===== config.mk =====
export PLATFORM = sky130hd
export DESIGN_NAME = burst_addr_gen
export DESIGN_NICKNAME = d
export VERILOG_FILES = /design/src/rtl/burst_addr_pkg.sv /design/src/rtl/burst_op_decode.sv /design/src/rtl/burst_count.sv /design/src/rtl/burst_base_reg.sv /design/src/rtl/burst_addr_gen.sv
export SDC_FILE = /design/constraint.sdc
export NUM_CORES = 1
export LEC_CHECK = 0
export BUFFER_PORTS_ARGS = -buffer_cell sky130_fd_sc_hd__buf_2
export CAP_MARGIN = 15
export CORE_UTILIZATION = 30
export DETAILED_ROUTE_END_ITERATION = 10
export GPL_ROUTABILITY_DRIVEN = 0
export MAX_ROUTING_LAYER = met4
export SLEW_MARGIN = 20
export SYNTH_ARGS = -nofsm -noshare
export SYNTH_HDL_FRONTEND = slang
export SYNTH_HIERARCHICAL = 1
export SYNTH_SLANG_ARGS = --single-unit

===== constraint.sdc =====
create_clock -name clk -period 1.6 [get_ports clk]
set_clock_uncertainty 0.2 [all_clocks]
set_input_delay 0.16 -clock clk [delete_from_list [all_inputs] [get_ports clk]]
set_output_delay 0.16 -clock clk [all_outputs]
set_load 0.01 [all_outputs]

===== src/rtl/burst_addr_pkg.sv =====
package burst_addr_pkg;

  typedef enum logic [2:0] {
    OP_IDLE  = 3'd0,
    OP_LOAD  = 3'd1,
    OP_STEP  = 3'd2,
    OP_DESEL = 3'd3,
    OP_BAD   = 3'd4
  } burst_op_e;

  // Low address bits for a given start and advance count.
  function automatic logic [1:0] order_lo2(input logic [1:0] start,
                                           input logic [1:0] cnt,
                                           input logic       interleave);
    logic [1:0] r;
    if (interleave) r = start ^ cnt;
    else            r = start + cnt;
    return r;
  endfunction

endpackage


===== src/rtl/burst_op_decode.sv =====
module burst_op_decode
  import burst_addr_pkg::*;
(
  input  logic      cen_n,
  input  logic      ld_adv,
  input  logic      sel,
  input  logic      active,
  output burst_op_e op,
  output logic      ev_load,
  output logic      ev_step,
  output logic      ev_desel,
  output logic      ev_bad
);
  logic en;
  assign en = ~cen_n;

  always_comb begin
    op = OP_IDLE;
    if (en) begin
      if (!sel)        op = OP_DESEL;
      else if (!ld_adv) op = OP_LOAD;
      else if (active) op = OP_STEP;
      else             op = OP_BAD;
    end
  end

  assign ev_load  = (op == OP_LOAD);
  assign ev_step  = (op == OP_STEP);
  assign ev_desel = (op == OP_DESEL);
  assign ev_bad   = en & ld_adv & (~sel | ~active);
endmodule


===== src/rtl/burst_count.sv =====
module burst_count #(
  parameter int CW = 2
) (
  input  logic          clk,
  input  logic          rst_n,
  input  logic          ev_load,
  input  logic          ev_step,
  input  logic          ev_desel,
  output logic [CW-1:0] cnt,
  output logic          active
);
  always_ff @(posedge clk or negedge rst_n) begin
    if (!rst_n) begin
      cnt    <= '0;
      active <= 1'b0;
    end else if (ev_load) begin
      cnt    <= '0;
      active <= 1'b1;
    end else if (ev_step) begin
      cnt    <= CW'(cnt + 1'b1);
    end else if (ev_desel) begin
      active <= 1'b0;
    end
  end
endmodule


===== src/rtl/burst_base_reg.sv =====
module burst_base_reg #(
  parameter int AW = 16
) (
  input  logic          clk,
  input  logic          rst_n,
  input  logic          ev_load,
  input  logic [AW-1:0] addr_in,
  output logic [AW-1:0] base
);
  always_ff @(posedge clk or negedge rst_n) begin
    if (!rst_n)       base <= '0;
    else if (ev_load) base <= addr_in;
  end
endmodule


===== src/rtl/burst_addr_gen.sv =====
module burst_addr_gen
  import burst_addr_pkg::*;
#(
  parameter int AW = 16
) (
  input  logic          clk,
  input  logic          rst_n,
  input  logic          cen_n,
  input  logic          ld_adv,
  input  logic          sel,
  input  logic          mode,
  input  logic [AW-1:0] addr_in,
  output logic [AW-1:0] addr_out,
  output logic          adv_err
);
  localparam int CW = 2;
  localparam int UW = AW - CW;

  burst_op_e    op;
  logic         ev_load, ev_step, ev_desel, ev_bad;
  logic [CW-1:0] cnt;
  logic         active;
  logic [AW-1:0] base;

  burst_op_decode u_dec (
    .cen_n(cen_n), .ld_adv(ld_adv), .sel(sel), .active(active),
    .op(op), .ev_load(ev_load), .ev_step(ev_step),
    .ev_desel(ev_desel), .ev_bad(ev_bad)
  );

  burst_count #(.CW(CW)) u_cnt (
    .clk(clk), .rst_n(rst_n), .ev_load(ev_load), .ev_step(ev_step),
    .ev_desel(ev_desel), .cnt(cnt), .active(active)
  );

  burst_base_reg #(.AW(AW)) u_base (
    .clk(clk), .rst_n(rst_n), .ev_load(ev_load),
    .addr_in(addr_in), .base(base)
  );

  // Violation flag: set by a refused advance, cleared by any other enabled edge.
  always_ff @(posedge clk or negedge rst_n) begin
    if (!rst_n)      adv_err <= 1'b0;
    else if (!cen_n) adv_err <= ev_bad;
  end

  logic [UW-1:0] upper;
  assign upper    = base[AW-1:CW];
  assign addr_out = {upper, order_lo2(base[CW-1:0], cnt, mode)};
endmodule


==> impl_metrics.yaml, run 1 <==
run_status:
  status: "finished clean"
sta:
  tightest_slew_ns: 0.429
  setup_violations: 0
  period_share_pct: 99.6
  period_minus_slack_ns: 1.59
  fin_tns_setup_ns: 0
  rsz0062_at_grt: "true"
  max_freq_ghz: 0.627
  max-slew-margin-rel_pct: 71.4
  finalHoldViolations: 0
  drv_slew: 0
pwr:
  vdd_ir_drop_max_mv: 0.580
  p_leak_nw: 0.655
  power_per_cell_area_mw_per_mm2: 961
setup_path:
  max_stage_delay_ns: 0.40
  start_kind: "flop"
  endpoint_kind: "output pin"
  slowest_stage: "dfrtp_1"
  cp_cell_sequence: "ha_2 -> nor2b_4 -> xnor2_2 -> buf_2"
  arrival_ns: 1.23
  crit_type: "flop to output pin"
  worstPathMaxFanout: 2
  cp.required_ns: 1.24
synth:
  syn_area_per_cell_um2: 16.1
  synthCells: 55
  syn_nets: 78
  synth_area_um2: 883
  ys.warnings.count: 6
flow_run:
  cap_violations: 0
global_route:
  grt_max_degree: 21
  antenna_found_initial: 0
  gr-total-overflow: 0
  grt_pass1_vias: 696
  global_route.usage.total_pct: 13.4
  grt_pass1_wl_mm: 3.06
routing:
  vias: 633
  wirelength_mm: 1.82
  drtIter0Drc: 5
  drc_errors: 0
  drt-wirelength-per-cell_um: 12.4
  dr.pass1.iters: 4
  vias_per_cell: 4.34
  ant_nets: 0
clock_tree:
  cts_root_buffer: "clkbuf_4"
  numCtsBuffers: 3
  htreeDepth: 1
  clock_latency_ns: 0.28
  clk_pin_slew_ns: 0.10
  clock_sinks: 20
  clockBufferDepth: 2
  cts_tree: "built"
floorplanning:
  die_w_um: 56.3
  coreArea_mm2: 0.00278
  fp.dieH_um: 56.3
  start_util_pct: 31.8
  io_pins: 39
  rows: 19
  die_area_mm2: 0.00317
finish:
  nNetsFinal: 140
  final_layout_size_suffix_gt1_share_pct: 59.1
  diodes: 0
  finish.instance_area_mm2: 0.00134
  fillers: 256
  syn2layout_area_growth_pct: 51.3
min_path:
  hp-class: "input pin to flop"
placed_design:
  port_buffers: 38
  dpl_cell_area_mm2: 0.00110
  place_hpwl_mm: 1.13
## critical path, delay by kind of cell, from the launching register on
family        cells  cell delay, ns
xor+xnor          1            0.11
fa+ha+maj         1            0.18
simple gates      1            0.12
flops             1            0.40
buf+inv           1            0.13
## report_power, final
group | leakage, nW | internal (mW) | total, mW | switching [mW]
logic | 0.399 | 0.251 | 0.407 | 0.157
clock network | 0.0138 | 0.0873 | 0.222 | 0.135
registers | 0.242 | 0.597 | 0.654 | 0.0573
total | 0.655 | 0.935 | 1.28 | 0.349
## final timing paths
kind                                 startpoint               to  slack [ns]  cells after the start
worst min-delay path                        sel     u_cnt/active        0.02                      4
worst max register to register     u_cnt/active     u_cnt/active        0.32                      3
worst min register to register  u_base/base[13]  u_base/base[13]        0.32                      1
worst max-delay path             u_base/base[0]      addr_out[1]       0.006                      4
max in group asynchronous                 rst_n          adv_err        0.77                      2
min in group asynchronous                 rst_n   u_base/base[0]        0.12                      2
## routing by layer
metal	wire length [um]	up-vias	share of wire (%)	track usage, %
met5	0	-	0	-
met4	16	0	0.88	6.27
met3	86	2	4.7	2.07
met2	928	23	51	21.9
met1	784	297	43	16.4
li1	-	311	-	-
## final cells by class
cell class / count / area (um2) / share of cell area [%]
well taps: 31 / 38.8 / 2.90
clock buffers: 3 / 22.5 / 1.69
repair buffers: 59 / 393 / 29.4
flip-flops and latches: 20 / 500 / 37.5
multi-input cells: 33 / 382 / 28.6
## layout by cell type (no fill, tap or decap)
master and instances:
a21oi_1 1, nor2_1 2, a21o_1 1, nand2b_1 2, nand3b_1 1, clkbuf_4 3
ha_2 1, xnor2_2 2, mux2_4 10, nor2b_4 1, xnor2_1 1, mux2_2 7
nor3b_2 1, a21bo_1 1, a21oi_2 1, dlygate4sd3_1 18, dfrtp_1 20, buf_4 3
buf_2 38, and4b_2 1
## through the flow
step | hold slack (ns) | util [%] | worst slack [ns] | cells | total power [mW]
after detailed placement | -0.0690 | 39.6 | 0.178 | 124 | 1.01
final | 0.0195 | 48.0 | 0.00633 | 146 | 1.28
after CTS | 0.00199 | 47.5 | -0.0314 | 146 | 1.28
after global routing | 0.0156 | 48.0 | -0.0706 | 146 | 1.38
after global placement | -0.0802 | 39.6 | 0.202 | 124 | 1.00
after floorplan | -0.336 | - | 0.0678 | 55 | 0.866
## what timing repair did
| item | in CTS | in global routing |
|---|---|---|
| endpoints found under the setup margin | 1 | 1 |
| endpoints found under the hold margin | 37 | 0 |
| resized for setup | 3 | 2 |
| buffers inserted | 1 | 0 |
| hold buffers | 18 | 0 |
| pin swaps | 2 | 1 |
## sequential cells by signal, summed over array words and instances, names as in the netlist
register      count
adv_err           1
u_base/base      16
u_cnt/active      1
u_cnt/cnt         2
Note: power is estimated with default switching activity, not from simulation.
==> inputs of run 2 (changes only) <==
--- a/config.mk
+++ b/config.mk
@@ -7,6 +7,7 @@
 export LEC_CHECK = 0
 export BUFFER_PORTS_ARGS = -buffer_cell sky130_fd_sc_hd__buf_2
 export CAP_MARGIN = 15
+export CORE_ASPECT_RATIO = 1.1
 export CORE_UTILIZATION = 30
 export DETAILED_ROUTE_END_ITERATION = 10
 export GPL_ROUTABILITY_DRIVEN = 0
==> run 2 against run 1 <==
Net effect:
- the run now ends with setup timing left
- clock power is 32% higher
- critical path depth stayed put
- first-iteration DRC count is 40% lower
- global-route usage is 0.78 points higher
- combinational power hardly changed
- fmax is 2.5% lower
- power is 5.3% higher
- critical endpoint unchanged
- largest cell class unchanged
- flip-flop and latch count stayed put
- via count is 6.5% higher
- clock-buffer cell count is 1 higher
- utilization is 2.0 points higher
- hold slack better by 0.029 ns
==> impl_metrics.yaml, run 2 (synthesis results as in run 1) <==
setup_path:
  critPathTopFamily: "flip-flops"
  critical_path_depth: 4
  crit_start: "u_cnt/cnt[0]"
  slowest_stage: "dfrtp_1"
  arrival_ns: 1.28
  cp_cell_sequence: "ha_2 -> nor2b_4 -> xnor2_1 -> buf_2"
  cp.required_ns: 1.24
  crit_type: "flop to output pin"
  cp_num_buf_inv: 1
  r2r_end: "u_cnt/active"
  max_stage_delay_ns: 0.42
  crit_path_end: "addr_out[1]"
  rr_startpoint: "u_cnt/active"
  worstPathMaxFanout: 3
  endpoint_kind: "output pin"
  reg2regPathDepth: 3
  r2r_slack_ns: 0.31
  start_kind: "flop"
finish:
  diodes: 0
  fillers: 250
  reg.largest.list: "u_base/base (16), u_cnt/cnt (2)"
  layout.cells.non_filler: 152
  final_cell_mix: "buf_2 (37), dfrtp_1 (20), dlygate4sd3_1 (18)"
  nNetsFinal: 143
  regMostFlops: "u_base/base"
  final_layout_size_suffix_gt1_share_pct: 58.0
  largest_register_ffs: 16
  syn2layout_area_growth_pct: 57.2
  utilization_pct: 50.0
  final_common_cell: "buf_2"
clock_tree:
  clock_latency_ns: 0.30
  cts_tree: "built"
  clk_pin_slew_ns: 0.11
  htreeDepth: 1
  clockBufferDepth: 2
  clock_sinks: 20
  cts_root_buffer: "clkbuf_4"
  numCtsBuffers: 3
pwr:
  p_seq_share_pct: 48.3
  power_per_cell_area_mw_per_mm2: 974
  internal_power_mw: 0.984
  switching_power_mw: 0.368
  p_comb_share_pct: 30.1
  p_sw_share_pct: 27.2
  vdd_ir_drop_max_mv: 0.472
  pwr-share-clk_pct: 21.6
  power_mw: 1.35
  p_leak_nw: 0.684
global_route:
  global_route.usage.total_pct: 14.2
  grt_pass1_vias: 666
  grt_max_degree: 21
  gr-total-overflow: 0
  grt_pass1_wl_mm: 2.98
  antenna_found_initial: 0
placed_design:
  place_inst: 126
  pre_cts_ws_ns: 0.195
  port_buffers: 38
  place_hpwl_mm: 1.17
routing:
  dr.pass1.iters: 3
  drt-wirelength-per-cell_um: 13.0
  drc_errors: 0
  ant_nets: 0
  vias: 674
  vias_per_cell: 4.43
  drtIter0Drc: 3
  wirelength_mm: 1.98
sta:
  setup_violations: 1
  finalHoldViolations: 0
  timing.final.ws_setup_ns: -0.0351
  max-slew-margin-rel_pct: 71.0
  period_minus_slack_ns: 1.64
  rsz0062_at_grt: "true"
  tightest_slew_ns: 0.434
  period_share_pct: 102
  max_freq_ghz: 0.612
  drv_slew: 0
min_path:
  hp-class: "input pin to flop"
floorplanning:
  die_w_um: 53.7
  start_util_pct: 31.8
  coreArea_mm2: 0.00278
  rows: 20
  io_pins: 39
  die_area_mm2: 0.00317
  fp.dieH_um: 58.9
flow_run:
  cap_violations: 0
run_status:
  status: "finished, violations left"
  violations: "setup timing"
[run 2: worst register-to-register path: stages (launching register included)]
cell and delay, ns:
dfrtp_1 0.41, and4b_2 0.26, nand2b_1 0.14, a21o_1 0.17
[run 2: routing by layer]
metal	wire [um]	vias to the layer above	track usage, %
met5	0	-	-
met4	30	0	7.89
met3	107	4	3.36
met2	1070	23	23.3
met1	772	328	15.4
li1	-	319	-
[run 2: final cells by class]
class	count	area, um2	share of cell area [%]
sequential	20	500	36.0
timing repair buffer	62	438	31.5
multi-input combinational	33	373	26.8
tap	33	41.3	2.97
clock buffer	4	36.3	2.61
[run 2: how the worst min path moves through the flow]
stage | startpoint | end | cells past startpoint
after CTS | cen_n | u_cnt/active | 4
after global placement | rst_n | u_base/base[0] | 1
after global routing | cen_n | u_cnt/active | 4
after floorplan | rst_n | adv_err | 0
final | cen_n | u_cnt/active | 4
after detailed placement | rst_n | u_base/base[0] | 1
[run 2: power groups by stage]
stage                     sequential (mW)  clock [mW]  combinational (mW)
after detailed placement            0.662           0               0.348
after global routing                0.667       0.326               0.437
after CTS                           0.657       0.298               0.387
after floorplan                     0.690           0               0.176
after global placement              0.662           0               0.339
final                               0.654       0.292               0.407
[run 2: per-stage QoR]
stage | setup TNS, ns | area (um2) | hold slack [ns]
after floorplan | 0 | 883 | -0.336
after global placement | 0 | 1100 | -0.0765
after detailed placement | 0 | 1100 | -0.0699
after CTS | -0.104 | 1340 | 0.0163
after global routing | -0.122 | 1390 | 0.0492
final | -0.0351 | 1390 | 0.0484
[run 2: what timing repair did]
action	in CTS	in global routing
hold buffers	19	0
setup buffers	0	2
gates cloned	0	2
hold endpoints to repair	38	0
resized for setup	3	9
endpoints found under the setup margin	1	16
pin swaps	2	1
